--- config.mk ---
export PLATFORM = sky130hd
export DESIGN_NAME = mon_handshake
export DESIGN_NICKNAME = d
export VERILOG_FILES = /design/src/rtl/mon_pkg.sv /design/src/rtl/mon_tx.sv /design/src/rtl/mon_rx.sv /design/src/rtl/mon_handshake.sv
export SDC_FILE = /design/constraint.sdc
export NUM_CORES = 1
export LEC_CHECK = 0
export BUFFER_PORTS_ARGS = -buffer_cell sky130_fd_sc_hd__buf_4
export CORE_MARGIN = 2
export CORE_UTILIZATION = 56
export CTS_BUF_LIST = sky130_fd_sc_hd__clkbuf_8
export DETAILED_ROUTE_END_ITERATION = 6
export PLACE_DENSITY_LB_ADDON = 0.2
export SYNTH_ARGS = -nofsm -noshare
export SYNTH_HDL_FRONTEND = slang
export SYNTH_SLANG_ARGS = --single-unit
--- constraint.sdc ---
create_clock -name clk -period 1.8 [get_ports clk]
set_input_delay 0.09 -clock clk [delete_from_list [all_inputs] [get_ports clk]]
set_output_delay 0.09 -clock clk [all_outputs]
set_load 0.02 [all_outputs]
--- src/rtl/mon_pkg.sv ---
package mon_pkg;
  typedef enum logic [1:0] {
    TX_IDLE = 2'd0,
    TX_SEND = 2'd1,
    TX_GAP  = 2'd2,
    TX_END  = 2'd3
  } tx_state_t;
endpackage

--- src/rtl/mon_tx.sv ---
module mon_tx
  import mon_pkg::*;
#(
  parameter int DATA_W = 8
) (
  input  logic              clk,
  input  logic              rst_n,
  input  logic              frame_tick,
  input  logic              mr_in,
  input  logic [DATA_W-1:0] tx_data,
  input  logic              tx_wr,
  input  logic              mx_ctl,
  input  logic              tx_ie,
  output logic [DATA_W-1:0] data_out,
  output logic              mx_out,
  output logic              active,
  output logic              ack_evt,
  output logic              abort_evt
);
  localparam logic [DATA_W-1:0] IDLE_PAT = '1;

  tx_state_t         st;
  logic [DATA_W-1:0] hold;
  logic              hold_v;
  logic              mr_prev;

  // named events for the assertions
  logic mr_edge, mr_hold_low, start_ok;
  assign mr_edge     = frame_tick & ~mr_prev & mr_in;
  assign mr_hold_low = frame_tick & ~mr_prev & ~mr_in;
  assign start_ok    = tx_ie & mx_ctl & hold_v;

  always_ff @(posedge clk or negedge rst_n) begin
    if (!rst_n) begin
      st        <= TX_IDLE;
      hold      <= '0;
      hold_v    <= 1'b0;
      mr_prev   <= 1'b1;
      data_out  <= IDLE_PAT;
      mx_out    <= 1'b1;
      active    <= 1'b0;
      ack_evt   <= 1'b0;
      abort_evt <= 1'b0;
    end else begin
      ack_evt   <= 1'b0;
      abort_evt <= 1'b0;
      if (tx_wr) begin
        hold   <= tx_data;
        hold_v <= 1'b1;
      end
      if (frame_tick) begin
        mr_prev <= mr_in;
        unique case (st)
          TX_IDLE: if (start_ok) begin
            data_out <= hold;
            mx_out   <= 1'b0;
            active   <= 1'b1;
            st       <= TX_SEND;
            if (!tx_wr) hold_v <= 1'b0;
          end
          TX_SEND: begin
            if (mr_edge) begin
              ack_evt <= 1'b1;
              if (mx_ctl && hold_v) begin
                data_out <= hold;
                if (!tx_wr) hold_v <= 1'b0;
              end else begin
                data_out <= IDLE_PAT;
                mx_out   <= 1'b1;
                st       <= TX_GAP;
              end
            end else if (mr_hold_low) begin
              abort_evt <= 1'b1;
              data_out  <= IDLE_PAT;
              mx_out    <= 1'b1;
              active    <= 1'b0;
              st        <= TX_IDLE;
              if (!tx_wr) hold_v <= 1'b0;
            end
          end
          TX_GAP: begin
            if (!mx_ctl) begin
              st <= TX_END;
            end else if (hold_v) begin
              data_out <= hold;
              mx_out   <= 1'b0;
              st       <= TX_SEND;
              if (!tx_wr) hold_v <= 1'b0;
            end
          end
          TX_END: begin
            active <= 1'b0;
            st     <= TX_IDLE;
          end
          default: st <= TX_IDLE;
        endcase
      end
    end
  end

  // outgoing slot only moves on a frame tick
  a_r2_slot_on_tick: assert property (@(posedge clk) disable iff (!rst_n)
    !frame_tick |=> $stable(data_out) && $stable(mx_out));

  // MX stays high while no message is active
  a_r1_idle_mx_high: assert property (@(posedge clk) disable iff (!rst_n)
    !active |-> mx_out);

  // an acknowledge follows a tick on which MR was sampled high
  a_r4_ack_on_mr_high: assert property (@(posedge clk) disable iff (!rst_n)
    ack_evt |-> $past(frame_tick) && $past(mr_in));

  // when the message ends, MX is already high
  a_r5_end_mx_high: assert property (@(posedge clk) disable iff (!rst_n)
    $fell(active) |-> mx_out);

  // an abort follows a tick on which MR was sampled low
  a_r6_abort_on_mr_low: assert property (@(posedge clk) disable iff (!rst_n)
    abort_evt |-> $past(frame_tick) && !$past(mr_in));
endmodule

--- src/rtl/mon_rx.sv ---
module mon_rx #(
  parameter int DATA_W     = 8,
  parameter int ACK_FRAMES = 1,
  parameter int ABT_FRAMES = 2
) (
  input  logic              clk,
  input  logic              rst_n,
  input  logic              frame_tick,
  input  logic [DATA_W-1:0] data_in,
  input  logic              mx_in,
  input  logic              mr_ctl,
  output logic              mr_out,
  output logic [DATA_W-1:0] rx_byte,
  output logic              new_evt,
  output logic              end_evt,
  output logic              abort_evt
);
  localparam int CW = $clog2(ABT_FRAMES + 1);

  logic [DATA_W-1:0] cand, last;
  logic              cand_v, last_v, mx_hi_prev;
  logic [CW-1:0]     mr_cnt;

  // named events for the assertions
  logic differs, match;
  assign differs = ~last_v | (data_in != last);
  assign match   = cand_v & (data_in == cand);
  assign mr_out  = (mr_cnt == '0);

  always_ff @(posedge clk or negedge rst_n) begin
    if (!rst_n) begin
      cand       <= '0;
      last       <= '0;
      cand_v     <= 1'b0;
      last_v     <= 1'b0;
      mx_hi_prev <= 1'b0;
      mr_cnt     <= '0;
      rx_byte    <= '0;
      new_evt    <= 1'b0;
      end_evt    <= 1'b0;
      abort_evt  <= 1'b0;
    end else begin
      new_evt   <= 1'b0;
      end_evt   <= 1'b0;
      abort_evt <= 1'b0;
      if (frame_tick) begin
        if (mr_cnt != '0) mr_cnt <= mr_cnt - 1'b1;
        if (!mr_ctl) begin
          cand_v     <= 1'b0;
          last_v     <= 1'b0;
          mx_hi_prev <= 1'b0;
        end else if (mx_in) begin
          cand_v     <= 1'b0;
          mx_hi_prev <= 1'b1;
          if (mx_hi_prev && last_v) begin
            end_evt <= 1'b1;
            last_v  <= 1'b0;
          end
        end else begin
          mx_hi_prev <= 1'b0;
          if (cand_v) begin
            cand_v <= 1'b0;
            if (match) begin
              rx_byte <= cand;
              last    <= cand;
              last_v  <= 1'b1;
              new_evt <= 1'b1;
              mr_cnt  <= CW'(ACK_FRAMES);
            end else begin
              abort_evt <= 1'b1;
              mr_cnt    <= CW'(ABT_FRAMES);
            end
          end else if (differs) begin
            cand   <= data_in;
            cand_v <= 1'b1;
          end
        end
      end
    end
  end

  // an accepted byte is acknowledged on MR at once
  a_r8_ack_drives_mr: assert property (@(posedge clk) disable iff (!rst_n)
    new_evt |-> !mr_out);

  // a mismatch abort is signalled on MR
  a_r10_abort_drives_mr: assert property (@(posedge clk) disable iff (!rst_n)
    abort_evt |-> !mr_out);

  // an accept never coincides with an abort
  a_r8_one_outcome: assert property (@(posedge clk) disable iff (!rst_n)
    $countones({new_evt, abort_evt, end_evt}) <= 1);

  // receiver disabled at a tick gives no accept after it
  a_r12_off_no_accept: assert property (@(posedge clk) disable iff (!rst_n)
    frame_tick && !mr_ctl |=> !new_evt && !abort_evt && !end_evt);
endmodule

--- src/rtl/mon_handshake.sv ---
module mon_handshake #(
  parameter int DATA_W     = 8,
  parameter int ACK_FRAMES = 1,
  parameter int ABT_FRAMES = 2
) (
  input  logic              clk,
  input  logic              rst_n,
  input  logic              frame_tick,
  input  logic [DATA_W-1:0] bus_data_in,
  input  logic              bus_mx_in,
  input  logic              bus_mr_in,
  output logic [DATA_W-1:0] bus_data_out,
  output logic              bus_mx_out,
  output logic              bus_mr_out,
  input  logic [DATA_W-1:0] cpu_tx_data,
  input  logic              cpu_tx_wr,
  input  logic              cpu_mx_ctl,
  input  logic              cpu_mr_ctl,
  input  logic              cpu_tx_ie,
  input  logic              cpu_rx_data_ie,
  input  logic              cpu_rx_end_ie,
  output logic              tx_active,
  output logic              ack_irq,
  output logic              abort_irq,
  output logic              rx_data_irq,
  output logic              rx_end_irq,
  output logic [DATA_W-1:0] rx_byte
);
  logic tx_ack_evt, tx_abort_evt;
  logic rx_new_evt, rx_end_evt, rx_abort_evt;

  mon_tx #(.DATA_W(DATA_W)) u_tx (
    .clk       (clk),
    .rst_n     (rst_n),
    .frame_tick(frame_tick),
    .mr_in     (bus_mr_in),
    .tx_data   (cpu_tx_data),
    .tx_wr     (cpu_tx_wr),
    .mx_ctl    (cpu_mx_ctl),
    .tx_ie     (cpu_tx_ie),
    .data_out  (bus_data_out),
    .mx_out    (bus_mx_out),
    .active    (tx_active),
    .ack_evt   (tx_ack_evt),
    .abort_evt (tx_abort_evt)
  );

  mon_rx #(
    .DATA_W    (DATA_W),
    .ACK_FRAMES(ACK_FRAMES),
    .ABT_FRAMES(ABT_FRAMES)
  ) u_rx (
    .clk       (clk),
    .rst_n     (rst_n),
    .frame_tick(frame_tick),
    .data_in   (bus_data_in),
    .mx_in     (bus_mx_in),
    .mr_ctl    (cpu_mr_ctl),
    .mr_out    (bus_mr_out),
    .rx_byte   (rx_byte),
    .new_evt   (rx_new_evt),
    .end_evt   (rx_end_evt),
    .abort_evt (rx_abort_evt)
  );

  assign ack_irq     = tx_ack_evt & cpu_tx_ie;
  assign abort_irq   = (tx_abort_evt | rx_abort_evt) & cpu_tx_ie;
  assign rx_data_irq = rx_new_evt & cpu_rx_data_ie;
  assign rx_end_irq  = rx_end_evt & cpu_rx_end_ie;

  // interrupts are single-cycle pulses
  a_r13_pulse_data: assert property (@(posedge clk) disable iff (!rst_n)
    rx_data_irq |=> !rx_data_irq);
  a_r4_pulse_ack: assert property (@(posedge clk) disable iff (!rst_n)
    ack_irq |=> !ack_irq);
endmodule

==> summary.md <==
| Metric | Value |
|---|---|
| Synthesized Nets | 208 |
| Core footprint | 3740 um^2 |
| WP buf/inv | 1 |
| Gr usage total | 23.0% |
| Met1 Usage GRT | 29.7% |
| Crit path max-delay family | simple AND/OR/NAND/NOR gates |
| Leakage Power | 1.29 nW |
| CTS tree | built |
| EDFF count, synth | 0 |
| Required @ worst endpoint | 1980 ps |
| Worst-margin pin slew | 594 ps |
| IO Port Bufs | 49 |
| Total Wirelength | 4480 um |
| Die area | 4520 um^2 |
| Tmin final | 1740 ps |
| Initial antenna violation count | 0 |
| Slew Limit Fails | 0 |
| Achievable Freq | 0.575 GHz |
| Ys flop type | dfrtp_1 |
| Synth Area per Inst | 12.4 um^2 |
| Gr ovfl total | 0 |
| Max Cap Violations | 0 |
| Non-Filler Instances | 290 |
| CTS clock-pin slew for the worst setup and hold paths | 80 ps |
| P&R area growth vs syn | 25.8% |
| CP Launch Type | register |
| Slew headroom | 60.4% |
| Root Buffer | clkbuf_8 |
| Longest Clk Path Bufs | 2 |
| Placed cells | 277 |
| Synth area leaders | dfrtp_1 (42%), mux2_2 (16%), dfstp_2 (12%) |
| Setup Crit Path Kind | register to register |
| Overall via count from detail_route | 1564 |
| Share of layout cells above drive strength 1 | 45.0% |
| Setup Skew | 4.65 ps |
| Hold crit path type | input port to register |
| WL per Instance | 15.4 um |
| Clk_lat worst skew | 300 ps |
| Met3 usage | 5.00% |
| Final ANT Viol Nets | 0 |
| Post-synth top cells | dfrtp_1 (38), mux2_2 (32), xnor2_1 (16), nand2_1 (11), dfstp_2 (10) |
| Top-count cell post-synth | dfrtp_1 |
| # nets final | 268 |
| 1st-iter DRT viols | 120 |
| Drt first pass iters | 4 |
| CTS H-tree lvls | 2 |
| Cells after Synth | 181 |
| Ys Warns | 0 |
| Crit-path max FO | 5 |
| Largest net degree at the start of global routing | 49 |
| Area leader, netlist | dfrtp_1 |
| Max incr delay on CP | 420 ps |
| Power density cells | 1100 nW/um^2 |
| Die Span Y | 67.2 um |
| Gp weighted congestion | 0.797 |
| Setup ws final | 60.2 ps |
| Synthesized area | 2240 um^2 |
| CP cell instances | xnor2_1, nand4_2, nor3_4, buf_4, mux2_2 |
| Async set-or-reset flop fraction in the synthesized netlist | 100% |
| Cts bufs inserted | 5 |
| Post-place setup slack | 38.9 ps |
| Synth cell types | 38 |
| Hold Fails Final Rpt | 0 |
| Max VDD drop | 0.895 mV |
| Antenna diodes | 0 |
| Global-route wire length before repair | 7700 um |
| Clock sinks | 48 |
| Die width | 67.2 um |
| Top cell type's share of synthesized area | 42.5% |
| Final Cycle Share | 96.7% |
| Final Power | 3.09 mW |
| Vias per cell | 5.39 |
| Cell Rows | 22 |
| Crit path DAT | 1920 ps |
| Most Crowded Layer GR | met2 |
| Setup_tns | 0 ps |
| Ports | 50 |
| Yosys reg bits | 48 |
| Slowest CP cell | dfrtp_1 |
| Remaining DRCs | 0 |
| Initial core utilization | 59.8% |
| GR Util met2 | 38.5% |
| Vias in the first global route | 1647 |
| Post-synthesis sequential area ratio | 54.2% |
| Setup violators final | 0 |
| Run status | finished clean |
| CP endpoint kind | register |
| Post-DP HPWL | 3210 um |
## power by group
part	leakage [nW]	total (mW)	internal, mW	switching, mW
Sequential	0.588	1.52	1.35	0.168
Clock	0.0538	0.641	0.302	0.339
Combinational	0.644	0.926	0.470	0.456
## stage by stage
stage | hold slack (ps) | instance area [um^2] | utilization (%)
global route | 8.04 | 2820 | 75.2
detailed placement | 134 | 2670 | 71.4
CTS | 0.736 | 2780 | 74.4
global placement | 117 | 2670 | 71.4
floorplan | -206 | 2240 | -
finish | 16.1 | 2820 | 75.2
## worst reg2reg max path, stage by stage, from the launching register on
cell and delay [ps]:
dfrtp_1 420, xnor2_1 220, nand4_2 210, nor3_4 250, buf_4 180, mux2_2 350
## per-layer routing
metal / share of wire (%) / routed length [um]
met4: 1.9 / 87
met2: 51 / 2280
met5: 0 / 0
met3: 4.9 / 219
met1: 42 / 1890
## cells by family after synthesis
| kind of cell | count (synthesis) | share of synthesized area, % |
|---|---|---|
| flip-flops | 48 | 54.2 |
| AO/OA/AOI/OAI | 25 | 9.33 |
| multiplexers | 32 | 16.1 |
| XOR/XNOR | 16 | 6.26 |
| AND/OR/NAND/NOR | 48 | 12.1 |
| buffers and inverters | 12 | 2.07 |
## cells in the final DEF, fill, tap and decap left out, drive strengths merged, types with 2 or more instances in the layout
master	synthesis	layout
o31ai	2	2
o21ai	10	10
a31oi	2	2
nor2	8	8
dfstp	10	10
clkbuf	3	6
nor3	4	4
nand2	11	11
xnor2	16	16
buf	1	54
inv	8	10
dfrtp	38	38
nand3	3	3
and2	4	4
nand4	3	3
dlygate4sd3	0	3
nor2b	2	2
mux2	32	32
nand2b	8	8
## final timing paths
check,startpoint,to,slack [ps],cells past startpoint
worst max-delay path,u_rx.cand[6],u_rx.last[4],60,5
worst min-delay path,cpu_tx_data[4],u_tx.hold[4],20,2
worst max register to register,u_rx.cand[6],u_rx.last[4],60,5
worst min register to register,u_tx.active,u_tx.active,510,2
max in group asynchronous,rst_n,u_rx.last[7],1070,2
min in group asynchronous,rst_n,u_rx.end_evt,330,2
## registers in the layout, summed over array words and instances (netlist names)
register	count
u_tx.hold	8
u_rx.mr_cnt	2
u_tx.data_out	8
u_rx.new_evt	1
u_rx.last_v	1
u_rx.cand_v	1
u_rx.last	8
u_tx.ack_evt	1
u_rx.cand	8
u_rx.end_evt	1
u_tx.hold_v	1
u_tx.abort_evt	1
u_tx.st	2
u_rx.mx_hi_prev	1
u_tx.mx_out	1
u_rx.abort_evt	1
u_tx.active	1
u_tx.mr_prev	1
## area by class of cell
class,instances,area [um^2]
flip-flops and latches,48,1210
inverters,8,30.0
multi-input cells,121,987
clock inverters,2,7.51
well taps,48,60.1
repair buffers,57,435
fillers,275,927
clock buffers,6,82.6
## timing repair
item	CTS	global route
hold buffers	2	1
buffers inserted	0	2
endpoints found under the hold margin	39	1
resized for setup	0	1
setup endpoints to repair	0	8
Power figures use the tool's default switching activity.
